## src/rtl/mcyc_ctrl_pkg.sv

```systemverilog
package mcyc_ctrl_pkg;

    localparam int STATE_W = 4;

    typedef enum logic [STATE_W-1:0] {
        ST_FETCH   = 4'd0,
        ST_DECODE  = 4'd1,
        ST_MEMADR  = 4'd2,
        ST_MEMRD   = 4'd3,
        ST_MEMWB   = 4'd4,
        ST_MEMWR   = 4'd5,
        ST_EXEC    = 4'd6,
        ST_RTWB    = 4'd7,
        ST_BRANCH  = 4'd8,
        ST_JUMP    = 4'd9,
        ST_UNDEF   = 4'd10
    } state_t;

    typedef enum logic [2:0] {
        OC_LOAD,
        OC_STORE,
        OC_RTYPE,
        OC_BRANCH,
        OC_JUMP,
        OC_UNDEF
    } opclass_t;

    localparam logic [1:0] BSEL_REG   = 2'b00;
    localparam logic [1:0] BSEL_FOUR  = 2'b01;
    localparam logic [1:0] BSEL_IMM   = 2'b10;
    localparam logic [1:0] BSEL_IMMSH = 2'b11;

    localparam logic [1:0] AOP_ADD    = 2'b00;
    localparam logic [1:0] AOP_SUB    = 2'b01;
    localparam logic [1:0] AOP_FUNCT  = 2'b10;

    localparam logic [1:0] PSRC_ALU   = 2'b00;
    localparam logic [1:0] PSRC_OUT   = 2'b01;
    localparam logic [1:0] PSRC_JMP   = 2'b10;

    typedef struct packed {
        logic       mem_rd;
        logic       mem_wr;
        logic       addr_data;
        logic       ir_wr;
        logic       rf_wr;
        logic       rf_dst_rd;
        logic       rf_from_mem;
        logic       alu_a_sel;
        logic [1:0] alu_b_sel;
        logic [1:0] alu_op;
        logic       pc_wr;
        logic       pc_wr_cond;
        logic [1:0] pc_src;
        logic       undef_op;
    } ctrl_t;

endpackage

```

## src/rtl/mcyc_op_decode.sv

```systemverilog
module mcyc_op_decode
    import mcyc_ctrl_pkg::*;
#(
    parameter int              OP_W      = 6,
    parameter logic [OP_W-1:0] OP_RTYPE  = 6'b000000,
    parameter logic [OP_W-1:0] OP_LOAD   = 6'b100011,
    parameter logic [OP_W-1:0] OP_STORE  = 6'b101011,
    parameter logic [OP_W-1:0] OP_BRANCH = 6'b000100,
    parameter logic [OP_W-1:0] OP_JUMP   = 6'b000010
) (
    input  logic [OP_W-1:0] opcode,
    output opclass_t        opclass
);

    always_comb begin
        if (opcode == OP_LOAD)        opclass = OC_LOAD;
        else if (opcode == OP_STORE)  opclass = OC_STORE;
        else if (opcode == OP_RTYPE)  opclass = OC_RTYPE;
        else if (opcode == OP_BRANCH) opclass = OC_BRANCH;
        else if (opcode == OP_JUMP)   opclass = OC_JUMP;
        else                          opclass = OC_UNDEF;
    end

endmodule

```

## src/rtl/mcyc_next_state.sv

```systemverilog
module mcyc_next_state
    import mcyc_ctrl_pkg::*;
(
    input  state_t   cur,
    input  opclass_t opclass,
    output state_t   nxt
);

    always_comb begin
        nxt = ST_FETCH;
        unique case (cur)
            ST_FETCH:  nxt = ST_DECODE;
            ST_DECODE: begin
                unique case (opclass)
                    OC_LOAD,
                    OC_STORE:  nxt = ST_MEMADR;
                    OC_RTYPE:  nxt = ST_EXEC;
                    OC_BRANCH: nxt = ST_BRANCH;
                    OC_JUMP:   nxt = ST_JUMP;
                    default:   nxt = ST_UNDEF;
                endcase
            end
            ST_MEMADR: nxt = (opclass == OC_STORE) ? ST_MEMWR : ST_MEMRD;
            ST_MEMRD:  nxt = ST_MEMWB;
            ST_EXEC:   nxt = ST_RTWB;
            default:   nxt = ST_FETCH;
        endcase
    end

endmodule

```

## src/rtl/mcyc_ctrl_word.sv

```systemverilog
module mcyc_ctrl_word
    import mcyc_ctrl_pkg::*;
(
    input  state_t st,
    output ctrl_t  word
);

    always_comb begin
        word = '0;
        unique case (st)
            ST_FETCH: begin
                word.mem_rd    = 1'b1;
                word.ir_wr     = 1'b1;
                word.alu_b_sel = BSEL_FOUR;
                word.alu_op    = AOP_ADD;
                word.pc_wr     = 1'b1;
                word.pc_src    = PSRC_ALU;
            end
            ST_DECODE: begin
                word.alu_b_sel = BSEL_IMMSH;
                word.alu_op    = AOP_ADD;
            end
            ST_MEMADR: begin
                word.alu_a_sel = 1'b1;
                word.alu_b_sel = BSEL_IMM;
                word.alu_op    = AOP_ADD;
            end
            ST_MEMRD: begin
                word.mem_rd    = 1'b1;
                word.addr_data = 1'b1;
            end
            ST_MEMWB: begin
                word.rf_wr       = 1'b1;
                word.rf_from_mem = 1'b1;
            end
            ST_MEMWR: begin
                word.mem_wr    = 1'b1;
                word.addr_data = 1'b1;
            end
            ST_EXEC: begin
                word.alu_a_sel = 1'b1;
                word.alu_b_sel = BSEL_REG;
                word.alu_op    = AOP_FUNCT;
            end
            ST_RTWB: begin
                word.rf_wr     = 1'b1;
                word.rf_dst_rd = 1'b1;
            end
            ST_BRANCH: begin
                word.alu_a_sel  = 1'b1;
                word.alu_b_sel  = BSEL_REG;
                word.alu_op     = AOP_SUB;
                word.pc_wr_cond = 1'b1;
                word.pc_src     = PSRC_OUT;
            end
            ST_JUMP: begin
                word.pc_wr  = 1'b1;
                word.pc_src = PSRC_JMP;
            end
            ST_UNDEF: begin
                word.undef_op = 1'b1;
            end
            default: word = '0;
        endcase
    end

endmodule

```

## src/rtl/mcyc_ctrl.sv

```systemverilog
module mcyc_ctrl
    import mcyc_ctrl_pkg::*;
#(
    parameter int              OP_W      = 6,
    parameter logic [OP_W-1:0] OP_RTYPE  = 6'b000000,
    parameter logic [OP_W-1:0] OP_LOAD   = 6'b100011,
    parameter logic [OP_W-1:0] OP_STORE  = 6'b101011,
    parameter logic [OP_W-1:0] OP_BRANCH = 6'b000100,
    parameter logic [OP_W-1:0] OP_JUMP   = 6'b000010
) (
    input  logic            clk,
    input  logic            rst,
    input  logic [OP_W-1:0] opcode_i,
    output logic            mem_rd_o,
    output logic            mem_wr_o,
    output logic            addr_data_o,
    output logic            ir_wr_o,
    output logic            rf_wr_o,
    output logic            rf_dst_rd_o,
    output logic            rf_from_mem_o,
    output logic            alu_a_sel_o,
    output logic [1:0]      alu_b_sel_o,
    output logic [1:0]      alu_op_o,
    output logic            pc_wr_o,
    output logic            pc_wr_cond_o,
    output logic [1:0]      pc_src_o,
    output logic            undef_op_o
);

    typedef struct packed {
        state_t st;
        ctrl_t  ctrl;
    } regs_t;

    regs_t    r_d, r_q;
    opclass_t opclass;
    state_t   st_next;
    ctrl_t    word_next;
    ctrl_t    word_reset;

    mcyc_op_decode #(
        .OP_W      (OP_W),
        .OP_RTYPE  (OP_RTYPE),
        .OP_LOAD   (OP_LOAD),
        .OP_STORE  (OP_STORE),
        .OP_BRANCH (OP_BRANCH),
        .OP_JUMP   (OP_JUMP)
    ) u_dec (
        .opcode  (opcode_i),
        .opclass (opclass)
    );

    mcyc_next_state u_ns (
        .cur     (r_q.st),
        .opclass (opclass),
        .nxt     (st_next)
    );

    mcyc_ctrl_word u_word_nxt (
        .st   (st_next),
        .word (word_next)
    );

    mcyc_ctrl_word u_word_rst (
        .st   (ST_FETCH),
        .word (word_reset)
    );

    always_comb begin
        r_d = r_q;
        if (rst) begin
            r_d.st   = ST_FETCH;
            r_d.ctrl = word_reset;
        end else begin
            r_d.st   = st_next;
            r_d.ctrl = word_next;
        end
    end

    always_ff @(posedge clk) begin
        r_q <= r_d;
    end

    assign mem_rd_o      = r_q.ctrl.mem_rd;
    assign mem_wr_o      = r_q.ctrl.mem_wr;
    assign addr_data_o   = r_q.ctrl.addr_data;
    assign ir_wr_o       = r_q.ctrl.ir_wr;
    assign rf_wr_o       = r_q.ctrl.rf_wr;
    assign rf_dst_rd_o   = r_q.ctrl.rf_dst_rd;
    assign rf_from_mem_o = r_q.ctrl.rf_from_mem;
    assign alu_a_sel_o   = r_q.ctrl.alu_a_sel;
    assign alu_b_sel_o   = r_q.ctrl.alu_b_sel;
    assign alu_op_o      = r_q.ctrl.alu_op;
    assign pc_wr_o       = r_q.ctrl.pc_wr;
    assign pc_wr_cond_o  = r_q.ctrl.pc_wr_cond;
    assign pc_src_o      = r_q.ctrl.pc_src;
    assign undef_op_o    = r_q.ctrl.undef_op;

    // memory strobes exclusive
    a_r11_mem_exclusive: assert property (@(posedge clk) disable iff (rst)
        !(mem_rd_o && mem_wr_o));

    // at most one write-type strobe
    a_r11_one_strobe: assert property (@(posedge clk) disable iff (rst)
        $onehot0({mem_wr_o, rf_wr_o, pc_wr_cond_o, undef_op_o}));

    // fetch is followed by a decode cycle with no writes
    a_r2_quiet_decode: assert property (@(posedge clk) disable iff (rst)
        ir_wr_o |=> !ir_wr_o && !pc_wr_o && !mem_rd_o && !mem_wr_o && !rf_wr_o
                    && alu_b_sel_o == BSEL_IMMSH);

    // data read is followed by write-back from memory data
    a_r4_read_then_wb: assert property (@(posedge clk) disable iff (rst)
        (mem_rd_o && addr_data_o) |=> (rf_wr_o && rf_from_mem_o && !rf_dst_rd_o));

    // final steps of every class return to fetch
    a_r3_store_ends: assert property (@(posedge clk) disable iff (rst)
        mem_wr_o |=> ir_wr_o);
    a_r3_rfwr_ends: assert property (@(posedge clk) disable iff (rst)
        rf_wr_o |=> ir_wr_o);
    a_r7_branch_ends: assert property (@(posedge clk) disable iff (rst)
        pc_wr_cond_o |=> ir_wr_o);
    a_r8_jump_ends: assert property (@(posedge clk) disable iff (rst)
        (pc_wr_o && pc_src_o == PSRC_JMP) |=> ir_wr_o);
    a_r9_undef_ends: assert property (@(posedge clk) disable iff (rst)
        undef_op_o |=> ir_wr_o && !undef_op_o);

endmodule

```

## config.mk

```make
export PLATFORM = sky130hd
export DESIGN_NAME = mcyc_ctrl
export DESIGN_NICKNAME = d
export VERILOG_FILES = /design/src/rtl/mcyc_ctrl_pkg.sv /design/src/rtl/mcyc_op_decode.sv /design/src/rtl/mcyc_next_state.sv /design/src/rtl/mcyc_ctrl_word.sv /design/src/rtl/mcyc_ctrl.sv
export SDC_FILE = /design/constraint.sdc
export NUM_CORES = 1
export LEC_CHECK = 0
export ABC_CLOCK_PERIOD_IN_PS = 2400
export BUFFER_PORTS_ARGS = -buffer_cell sky130_fd_sc_hd__buf_4
export CAP_MARGIN = 15
export CELL_PAD_IN_SITES_DETAIL_PLACEMENT = 2
export CELL_PAD_IN_SITES_GLOBAL_PLACEMENT = 2
export CORE_AREA = 2 2 57 59
export DETAILED_ROUTE_END_ITERATION = 8
export DIE_AREA = 0 0 59 61
export PLACE_DENSITY = 0.87
export SYNTH_ARGS = -nofsm -noshare
export SYNTH_HDL_FRONTEND = slang
export SYNTH_SLANG_ARGS = --single-unit
```

## constraint.sdc

```tcl
create_clock -name clk -period 2.4 [get_ports clk]
set_input_delay 0.24 -clock clk [delete_from_list [all_inputs] [get_ports clk]]
set_output_delay 0.24 -clock clk [all_outputs]
set_load 0.02 [all_outputs]
```

* After elaboration in Yosys (flattened, before gate mapping) *
Index checks and enable logic that the tools add are counted.

operators by class
  muxes and demuxes = 21
  reductions and logical operators = 10
  equal/unequal tests = 22

operators with widths
  kind                count
  $pmux 4 s5          2
  $eq 4x3->1 const B  5
  $eq 4x2->1 const B  4
  $pmux 4 s4          1
  $mux 3              5
  $eq 4x4->1 const B  3
  $eq 6x6->1 const B  2
  $mux 1              12
  $reduce_or 2->1     5
  $eq 4x1->1 const B  2
  $logic_not 4->1     2
  $eq 3x2->1 const B  2
  $eq 6x2->1 const B  1
  $eq 6x3->1 const B  1
  $logic_not 6->1     1
  $pmux 2 s2          1
  $eq 3x1->1 const B  1
  $eq 3x3->1 const B  1
  $logic_not 3->1     1
  $reduce_or 3->1     1

storage, ports and cells
  output and inout bits = 17
  register bits = 21
  input port bits = 8

* Longest topological paths before layout *
Gate-level depths: netlist of run 1.

  depth after elaboration = 13
  gate-level depth with buffers = 6
  gate-level depth less buffers = 5

* Cells and area by module *
From an unflattened synthesis of run 1, not the netlist that was laid out.

unflattened totals
  cells, all modules = 137
  area total of the unflattened synthesis = 1356.3 µm²

by module, submodules not included
  module           cells an instance  area an instance (µm²)  seq. area each (µm²)  times used
  mcyc_ctrl        51                 768.2                   420.4                 1
  mcyc_ctrl_word   30                 209.0                   0.0                   2
  mcyc_next_state  18                 116.4                   0.0                   1
  mcyc_op_decode   8                  53.8                    0.0                   1

* Worst setup path before layout of run 1 *
OpenSTA, ideal clock, no wires.

  path kind = flip-flop to flip-flop
  from = register r_q[18] in the netlist's numbering
  to = register r_q (netlist bit alu_a_sel_o)
  cell stages (with the launch flop) = 5
  data required time = 2.334 ns
  data arrival time = 1.590 ns
  setup slack = 0.744 ns
  cells stage by stage = dfxtp_1 nor4b_2 o311ai_2 or3b_1 a21oi_2

on the way
  longest elaborated chain between the ends = 5
  elaborated cells on any way between the ends = 11

ends and longest elaborated chain
  what                                      line                   RTL
  from (decl)                               mcyc_ctrl.sv:35        regs_t r_d, r_q;
  from (signal assigned)                    mcyc_ctrl.sv:81        r_q <= r_d;
  $eq 4x3->1, or another cell as far along  mcyc_next_state.sv:11  unique case (cur)
  $pmux 4 s5 *                              mcyc_next_state.sv:11
  $eq 4x2->1, or another cell as far along  mcyc_ctrl_word.sv:10   unique case (st)
  $reduce_or 3->1 (no source line) *        n/a
  $mux 1 *                                  mcyc_ctrl_word.sv:10

Mark *: on every way between the ends. The rest lies on a longest branch, timed or not.
A chain may end at the register's enable or synchronous reset.

* Final worst setup path of run 1 *
  from = register r_q[17] in the netlist's numbering
  to = register r_q (netlist bit alu_a_sel_o)

Same word-level chain as after synthesis.

==> flow_summary.json, run 1 <==
{
  "ir_worst_vdd_v": 0.0001834,
  "ys_seq_elements": 20,
  "numClockSinks": 20,
  "coreArea_um2": 2953,
  "synth_area_um2": 868.3,
  "synth_ff_type": "dfxtp_1",
  "fillCellCount": 334,
  "rows": 20,
  "clk_pin_slew_ns": 0.11,
  "worst_ep_arrival_time_ns": 2.14,
  "synth_warnings": 0,
  "hold_buffers": 0,
  "dp_slack_ns": 0.4576,
  "ys_seq_area_share_pct": 46.11,
  "place_area_um2": 1030,
  "finalSetupViolCount": 0,
  "cpLargestDelayFamily": "simple AND/OR/NAND/NOR gates",
  "end_kind": "flop",
  "h-tree-depth": 1,
  "critical_path_required_ns": 2.65,
  "crit_type": "flop to flop",
  "critical_path.cell_chain": "nor4b_2 -> o311ai_2 -> or3b_1 -> a21oi_2",
  "die-area_um2": 3599,
  "slew_headroom_pct": 67.39,
  "path_buf_inv": 0,
  "first_iter_violations": 3,
  "cts-root-buf": "clkbuf_4",
  "finalHoldViolations": 0,
  "period_needed_ns": 1.890,
  "antenna_found_initial": 0,
  "maxCapViolCount": 0,
  "drt-pass1-iter-count": 2,
  "initial_core_util_pct": 29.41,
  "vias_per_cell": 4.986,
  "fmax_mhz": 529.2,
  "syn_nets": 94,
  "die_h_um": 61,
  "cts_buffers": 3,
  "io_pins": 25,
  "grt_first_pass_wirelength_um": 3387,
  "grt_max_degree": 13,
  "crit_path_max_fanout": 9,
  "max_stage_delay_ns": 0.50,
  "slew_viol_final": 0,
  "synth_edf_count": 0,
  "avgSynthCellArea_um2": 10.10,
  "outcome": "finished, final reports clean",
  "insertion_delay_ns": 0.31,
  "wl_per_cell_um": 14.76,
  "setup_slack_ns": 0.5102,
  "drive_gt1_share_pct": 40.57,
  "rsz0062_at_grt": "no",
  "cts_tree": "yes",
  "p_leak_nw": 0.4568,
  "power.density_nw_per_um2": 708.4,
  "grt_pass1_vias": 711,
  "finish.utilization_pct": 36.10,
  "setup-tns-final_ns": 0,
  "p_total_mw": 0.7552,
  "period_share_pct": 78.74,
  "max_slew.worst_pin.slew_ns": 0.4879,
  "drc": 0,
  "via_count": 693,
  "gp_congestion": 0.7709,
  "io_buffers": 24,
  "cts-resized-gates": 0,
  "overflow": 0,
  "diodes": 0,
  "cts_setup_buffers": 0,
  "clockBufferDepth": 2,
  "wl_um": 2052,
  "synthCells": 86,
  "fin_worst_skew_ns": 0.003400,
  "track_usage_pct": 13.26,
  "die_w_um": 59,
  "fin_nets": 115,
  "syn2layout_area_growth_pct": 22.77,
  "place_hpwl_um": 1593,
  "hp-class": "input port to flop",
  "critPathLaunchType": "flop",
  "async_reset_ff_share_pct": 0,
  "fin_area_um2": 1066,
  "postRouteAntennaNets": 0,
  "ys_types": 32,
  "cp_slowest_cell": "dfxtp_1"
}
-- per-layer routing --
metal	vias to the layer above	routed length (µm)	GRT usage, %
met5	-	0	0
met4	0	68	10.71
met2	20	1002	21.59
met3	4	77	2.559
met1	330	903	15.18
li1	339	-	-
-- cells in the final DEF (no fill, tap or decap), drive strengths merged, types with 2 or more instances in the layout --
cell type,count
inv,5
or3b,2
nor3,5
buf,24
and4bb,2
a21oi,5
nand2,6
a41oi,2
nor2,10
dfxtp,20
clkbuf,4
and2,2
o21ai,3
and4b,2
-- through the flow --
step	cells	hold WS (ns)
floorplan	86	0.3150
global route	139	0.1833
CTS	139	0.1771
finish	139	0.1863
detailed placement	135	0.5142
global placement	135	0.5090
-- flip-flops by register name, summed over array words and instances, names as in the netlist --
signal / cells
r_q: 4
undef_op_o: 1
mem_rd_o: 1
mem_wr_o: 1
alu_b_sel_o: 2
pc_src_o: 2
pc_wr_o: 1
alu_op_o: 2
alu_a_sel_o: 1
addr_data_o: 1
ir_wr_o: 1
rf_dst_rd_o: 1
rf_from_mem_o: 1
rf_wr_o: 1
-- final cells by class --
cell class              instances  area, µm²  share of cell area (%)
inverters                       5      18.77                   1.761
clock buffers                   4      36.28                   3.404
well taps                      33      41.29                   3.873
multi-input cells              53      389.1                   36.50
repair buffers                 24      180.2                   16.90
flip-flops and latches         20      400.4                   37.56
-- path summary, 6_finish.rpt --
kind / from / endpoint / slack, ns / depth (start not counted)
worst min register to register: r_q[18] / addr_data_o / 0.65 / 2
worst max register to register: r_q[17] / alu_a_sel_o / 0.51 / 4
worst max-delay path: r_q[17] / alu_a_sel_o / 0.51 / 4
worst min-delay path: rst / alu_a_sel_o / 0.19 / 2
-- cells in the mapped netlist (2+ instances only) --
| library cell | count | area (µm²) |
|---|---|---|
| and4bb_2 | 2 | 25.02 |
| nor2_2 | 2 | 12.51 |
| and2_1 | 2 | 12.51 |
| a21oi_1 | 4 | 20.02 |
| dfxtp_1 | 20 | 400.4 |
| o21ai_0 | 2 | 10.01 |
| or3b_1 | 2 | 17.52 |
| nand2_1 | 6 | 22.52 |
| nor2_1 | 8 | 30.03 |
| buf_4 | 8 | 60.06 |
| nor3_1 | 5 | 25.02 |
| inv_1 | 5 | 18.77 |
-- cell families (layout without fill, tap and decap cells) --
group                     Yosys count  after routing  share of synthesized area, %
DFF                                20             20                         46.11
xor gates and xnor gates            1              1                         1.009
buffers and inverters              13             33                         9.078
AOI/OAI and AO/OA                  17             17                         18.59
and+or+nand+nor                    35             35                         25.21
-- report_power, final --
part / switching [mW] / internal [mW] / leakage, nW
sequential: 0.0194 / 0.360 / 0.164
combinational: 0.105 / 0.0762 / 0.272
clock: 0.102 / 0.0927 / 0.0210
Power figures use the tool's default switching activity.
==> run 2, diff against run 1 <==
--- a/config.mk
+++ b/config.mk
@@ -5,15 +5,16 @@
 export SDC_FILE = /design/constraint.sdc
 export NUM_CORES = 1
 export LEC_CHECK = 0
-export ABC_CLOCK_PERIOD_IN_PS = 2400
+export ABC_AREA = 1
+export ABC_CLOCK_PERIOD_IN_PS = 1620
 export BUFFER_PORTS_ARGS = -buffer_cell sky130_fd_sc_hd__buf_4
 export CAP_MARGIN = 15
 export CELL_PAD_IN_SITES_DETAIL_PLACEMENT = 2
 export CELL_PAD_IN_SITES_GLOBAL_PLACEMENT = 2
-export CORE_AREA = 2 2 57 59
+export CORE_AREA = 2 2 64 66
 export DETAILED_ROUTE_END_ITERATION = 8
-export DIE_AREA = 0 0 59 61
-export PLACE_DENSITY = 0.87
+export DIE_AREA = 0 0 66 68
+export PLACE_DENSITY = 0.8
 export SYNTH_ARGS = -nofsm -noshare
 export SYNTH_HDL_FRONTEND = slang
 export SYNTH_SLANG_ARGS = --single-unit
==> constraint.sdc (replaced) <==
create_clock -name clk -period 1.62 [get_ports clk]
set_input_delay 0.162 -clock clk [delete_from_list [all_inputs] [get_ports clk]]
set_output_delay 0.162 -clock clk [all_outputs]
set_load 0.02 [all_outputs]
==> flow_summary.json, run 2 <==
{
  "hold_buffers": 0,
  "cts-resized-gates": 0,
  "ir_worst_vdd_v": 0.0004062,
  "synth_common_cells": "nor2_1, dfxtp_1, nand2_1",
  "largest_register": "r_q",
  "cp_common_cell": "nor2_1",
  "max_slew.worst_pin.slew_ns": 0.3295,
  "die_w_um": 66,
  "track_usage_pct": 11.45,
  "syn_nets": 121,
  "power.density_nw_per_um2": 1226,
  "place_hpwl_um": 1835,
  "crit_cells": 8,
  "io_pins": 25,
  "first_iter_violations": 8,
  "io_buffers": 24,
  "critPathLaunchType": "flop",
  "met1Wirelength_um": 954,
  "die-area_um2": 4488,
  "rows": 23,
  "synth_area_um2": 870.8,
  "critical_path.cell_chain": "inv_2 -> nand2_2 -> nor2_1 -> nor2_1 -> inv_1 -> nand2_1 -> nand2_2 -> nor2_1",
  "crit_path_max_fanout": 4,
  "fin_worst_skew_ns": 0.005268,
  "seq_area_um2": 400.4,
  "insertion_delay_ns": 0.26,
  "ys_seq_area_share_pct": 45.98,
  "period_needed_ns": 1.346,
  "synthCells": 113,
  "antenna_found_initial": 0,
  "holdWs_ns": 0.1125,
  "numClockSinks": 20,
  "drive_gt1_share_pct": 34.07,
  "synth_edf_count": 0,
  "clockBufferDepth": 2,
  "worst_ep_arrival_time_ns": 1.49,
  "met3_length_um": 53,
  "cpLargestDelayFamily": "simple AND/OR/NAND/NOR gates",
  "synth_warnings": 0,
  "max_stage_delay_ns": 0.35,
  "period_share_pct": 83.09,
  "highest_layer": "met4",
  "largest_reg_flops": 4,
  "yosys.area.top_type": "dfxtp_1",
  "syn2layout_area_growth_pct": 30.89,
  "die_h_um": 68,
  "fmax_mhz": 742.9,
  "grt_pass1_vias": 856,
  "synthTopCellsByArea": "dfxtp_1, nor2_1, nand2_1",
  "initial_core_util_pct": 22.58,
  "cts_buffers": 3,
  "overflow": 0,
  "diodes": 0,
  "setup-tns-final_ns": 0,
  "wl_per_cell_um": 12.75,
  "slew_headroom_pct": 77.97,
  "ys_types": 18,
  "clk_pin_slew_ns": 0.08,
  "avgSynthCellArea_um2": 7.707,
  "drc": 0,
  "r2r_cells": 8,
  "min_path_cells": 2,
  "cts_tree": "yes",
  "end_kind": "flop",
  "wl_um": 2359,
  "p_leak_nw": 0.5483,
  "slew_viol_final": 0,
  "cts-root-buf": "clkbuf_8",
  "crit_type": "flop to flop",
  "postRouteAntennaNets": 0,
  "via_count": 772,
  "critical_path_required_ns": 1.76,
  "yosysTopAreaCellShare_pct": 45.98,
  "finalSetupViolCount": 0,
  "rsz0062_at_grt": "no",
  "vias_per_cell": 4.173,
  "drt-pass1-iter-count": 3,
  "h-tree-depth": 1,
  "routed-wl-met2_um": 1321,
  "synth_ff_type": "dfxtp_1",
  "maxCapViolCount": 0,
  "p_total_mw": 1.397,
  "gp_congestion": 0.8156,
  "multiInputGateArea_um2": 361.6,
  "async_reset_ff_share_pct": 0,
  "grt_first_pass_wirelength_um": 3864,
  "hp-class": "input port to flop",
  "path_buf_inv": 2,
  "cts_setup_buffers": 0,
  "fin_nets": 144,
  "cp_slowest_cell": "dfxtp_1",
  "grt_max_degree": 13,
  "ys_seq_elements": 20,
  "outcome": "finished, final reports clean",
  "most-common-layout-cells": "nor2_1, buf_4, dfxtp_1",
  "yosysMostFrequentCell": "nor2_1",
  "finalHoldViolations": 0,
  "fillCellCount": 474,
  "coreArea_um2": 3856
}
-- run 2: metrics by stage --
| step | cell area, µm² | util (%) | std cells | setup slack [ns] |
|---|---|---|---|---|
| 2_1_floorplan | 870.8 | - | 113 | 0.5003 |
| 3_3_place_gp | 1069 | 27.71 | 181 | 0.3408 |
| 3_5_place_dp | 1069 | 27.71 | 181 | 0.2849 |
| 4_1_cts | 1140 | 29.56 | 185 | 0.2620 |
| 5_1_grt | 1140 | 29.56 | 185 | 0.1193 |
| 6_report | 1140 | 29.56 | 185 | 0.2740 |
-- run 2: worst paths after layout --
check | from | end | slack (ns)
max | r_q[17] | alu_op_o[0] | 0.27
min | rst | addr_data_o | 0.11
max reg2reg | r_q[17] | alu_op_o[0] | 0.27
min reg2reg | r_q[18] | addr_data_o | 0.62
-- run 2: kinds of logic after synthesis --
| logic type | after synthesis | share of synthesized area, % |
|---|---|---|
| compound gates | 6 | 4.885 |
| buf+inv | 23 | 12.50 |
| flops | 20 | 45.98 |
| simple gates | 64 | 36.64 |
-- run 2: per-layer routing --
metal / up-vias / track usage [%]
li1: 385 / -
met1: 372 / 12.39
met2: 11 / 22.47
met3: 4 / 1.480
met4: 0 / 4.592
met5: - / 0
-- run 2: worst register-to-register path: cells and delay by family (launching register included) --
family,cells,cell delay [ns]
buffers and inverters,2,0.19
and+or+nand+nor,6,0.69
DFF,1,0.35
-- run 2: cell type report --
cell class	count	area share, %
Clock inverter	1	2.634
Timing Repair Buffer	24	15.81
Inverter	17	5.598
Multi-Input combinational cell	70	31.72
Tap cell	50	5.488
Sequential cell	20	35.13
Clock buffer	3	3.622
-- run 2: power breakdown --
| part | switching (mW) | leakage [nW] | internal, mW |
|---|---|---|---|
| combinational | 0.219 | 0.349 | 0.127 |
| clock | 0.162 | 0.0357 | 0.330 |
| sequential | 0.0231 | 0.164 | 0.537 |
| total | 0.404 | 0.548 | 0.993 |
==> run 3, diff against run 2 <==
--- a/config.mk
+++ b/config.mk
@@ -6,15 +6,15 @@
 export NUM_CORES = 1
 export LEC_CHECK = 0
 export ABC_AREA = 1
-export ABC_CLOCK_PERIOD_IN_PS = 1620
+export ABC_CLOCK_PERIOD_IN_PS = 1300
 export BUFFER_PORTS_ARGS = -buffer_cell sky130_fd_sc_hd__buf_4
 export CAP_MARGIN = 15
 export CELL_PAD_IN_SITES_DETAIL_PLACEMENT = 2
 export CELL_PAD_IN_SITES_GLOBAL_PLACEMENT = 2
-export CORE_AREA = 2 2 64 66
+export CORE_AREA = 2 2 60 62
 export DETAILED_ROUTE_END_ITERATION = 8
-export DIE_AREA = 0 0 66 68
-export PLACE_DENSITY = 0.8
+export DIE_AREA = 0 0 62 64
+export PLACE_DENSITY = 0.86
 export SYNTH_ARGS = -nofsm -noshare
 export SYNTH_HDL_FRONTEND = slang
 export SYNTH_SLANG_ARGS = --single-unit
==> constraint.sdc (replaced) <==
create_clock -name clk -period 1.3 [get_ports clk]
set_input_delay 0.13 -clock clk [delete_from_list [all_inputs] [get_ports clk]]
set_output_delay 0.13 -clock clk [all_outputs]
set_load 0.02 [all_outputs]
==> flow_summary.json, run 3 (same netlist as run 2, synthesis figures left out) <==
{
  "period_needed_ns": 1.254,
  "die-area_um2": 3968,
  "coreArea_um2": 3284,
  "grt_max_degree": 13,
  "io_buffers": 24,
  "cts_tree": "yes",
  "die_h_um": 64,
  "crit_type": "flop to flop",
  "fin_cells": 185,
  "setup-tns-final_ns": 0,
  "clockBufferDepth": 2,
  "finalHoldViolations": 0,
  "cts-root-buf": "clkbuf_4",
  "hp-class": "input port to flop",
  "ir_worst_vdd_v": 0.0005487,
  "wl_per_cell_um": 13.50,
  "diodes": 0,
  "cts_buffers": 3,
  "period_share_pct": 96.47,
  "p_leak_nw": 0.5666,
  "fmax_mhz": 797.4,
  "slew_viol_final": 0,
  "track_usage_pct": 13.73,
  "end_kind": "flop",
  "drive_gt1_share_pct": 41.73,
  "first_iter_violations": 20,
  "initial_core_util_pct": 26.51,
  "critPathLaunchType": "flop",
  "dp_slack_ns": 0.03246,
  "hold_buffers": 0,
  "gp_congestion": 0.8662,
  "numClockSinks": 20,
  "syn2layout_area_growth_pct": 34.20,
  "finish.utilization_pct": 35.58,
  "antenna_found_initial": 0,
  "postRouteAntennaNets": 0,
  "wl_um": 2497,
  "vias_per_cell": 4.265,
  "rows": 21,
  "critical_path_required_ns": 1.52,
  "fin_nets": 148,
  "crit_path_max_fanout": 5,
  "slew_headroom_pct": 80.11,
  "overflow": 0,
  "maxCapViolCount": 0,
  "h-tree-depth": 1,
  "largest_register": "r_q",
  "dp_cells": 179,
  "grt_first_pass_wirelength_um": 3933,
  "insertion_delay_ns": 0.30,
  "power.density_nw_per_um2": 1439,
  "fin_worst_skew_ns": 0.01158,
  "outcome": "finished, final reports clean",
  "largest_reg_flops": 4,
  "layout_commonest_cell": "buf_4",
  "worst_ep_arrival_time_ns": 1.47,
  "grt_pass1_vias": 842,
  "place_hpwl_um": 1956,
  "clk_pin_slew_ns": 0.12,
  "die_w_um": 62,
  "drc": 0,
  "most-common-layout-cells": "buf_4, nor2_1, nand2_1, dfxtp_1, inv_1",
  "setup_slack_ns": 0.04594,
  "max_slew.worst_pin.slew_ns": 0.2970,
  "drt-pass1-iter-count": 4,
  "via_count": 789,
  "finalSetupViolCount": 0,
  "io_pins": 25
}
-- run 3: changes by cell type in the layout (fill, tap and decap cells not counted), moves of 2 or more --
cell / previous run / this run
dfxtp_1: 20 / 16
clkbuf_4: 0 / 3
nor2_1: 24 / 22
buf_4: 24 / 28
clkbuf_8: 3 / 0
dfxtp_2: 0 / 4
-- run 3: cell type report --
| type | instances | area, µm² |
|---|---|---|
| fillers | 393 | 2116 |
| flip-flops and latches | 20 | 405.4 |
| multi-input cells | 70 | 379.1 |
| repair buffers | 28 | 210.2 |
| inverters | 17 | 63.81 |
| well taps | 46 | 57.56 |
| clock inverters | 1 | 30.03 |
| clock buffers | 3 | 22.52 |
-- run 3: path summary, 6_finish.rpt --
| check | from | endpoint | slack (ns) | cells after the start |
|---|---|---|---|---|
| worst max register to register | r_q[19] | alu_b_sel_o[1] | 0.05 | 7 |
| worst max-delay path | r_q[19] | alu_b_sel_o[1] | 0.05 | 7 |
| worst min-delay path | rst | rf_dst_rd_o | 0.03 | 2 |
| worst min register to register | r_q[17] | rf_wr_o | 0.64 | 2 |
-- run 3: worst max-delay path, stage by stage, from the launching register on --
cell and delay (ns):
dfxtp_2 0.35, nor2_4 0.13, inv_2 0.07, nor2_4 0.17
buf_4 0.13, nand3_1 0.13, nand4_1 0.15, a21oi_2 0.04
-- run 3: timing repair --
action / in CTS / in global routing
gates cloned: 0 / 0
pin swaps: 0 / 5
resized for setup: 1 / 9
endpoints found under the setup margin: 9 / 11
setup buffers: 0 / 2
-- run 3: report_power, final --
group / internal [mW] / switching, mW / leakage (nW)
Sequential: 0.672 / 0.0296 / 0.165
Combinational: 0.177 / 0.296 / 0.373
Clock: 0.312 / 0.195 / 0.0279
Total: 1.16 / 0.521 / 0.567
-- run 3: stage by stage --
step | hold WS (ns) | instance area, µm² | power (mW)
2_1_floorplan | 0.2024 | 870.8 | 1.017
3_3_place_gp | 0.3487 | 1079 | 1.135
3_5_place_dp | 0.3599 | 1079 | 1.159
4_1_cts | 0.02317 | 1134 | 1.671
5_1_grt | 0.006465 | 1169 | 1.786
6_report | 0.02591 | 1169 | 1.681
-- run 3: routing by layer --
layer | global-route usage (%) | wire length [µm] | vias up
met5 | 0 | 0 | -
met4 | 2.394 | 14 | 0
met3 | 3.644 | 73 | 2
met2 | 24.61 | 1463 | 12
met1 | 15.91 | 945 | 380
li1 | - | - | 395
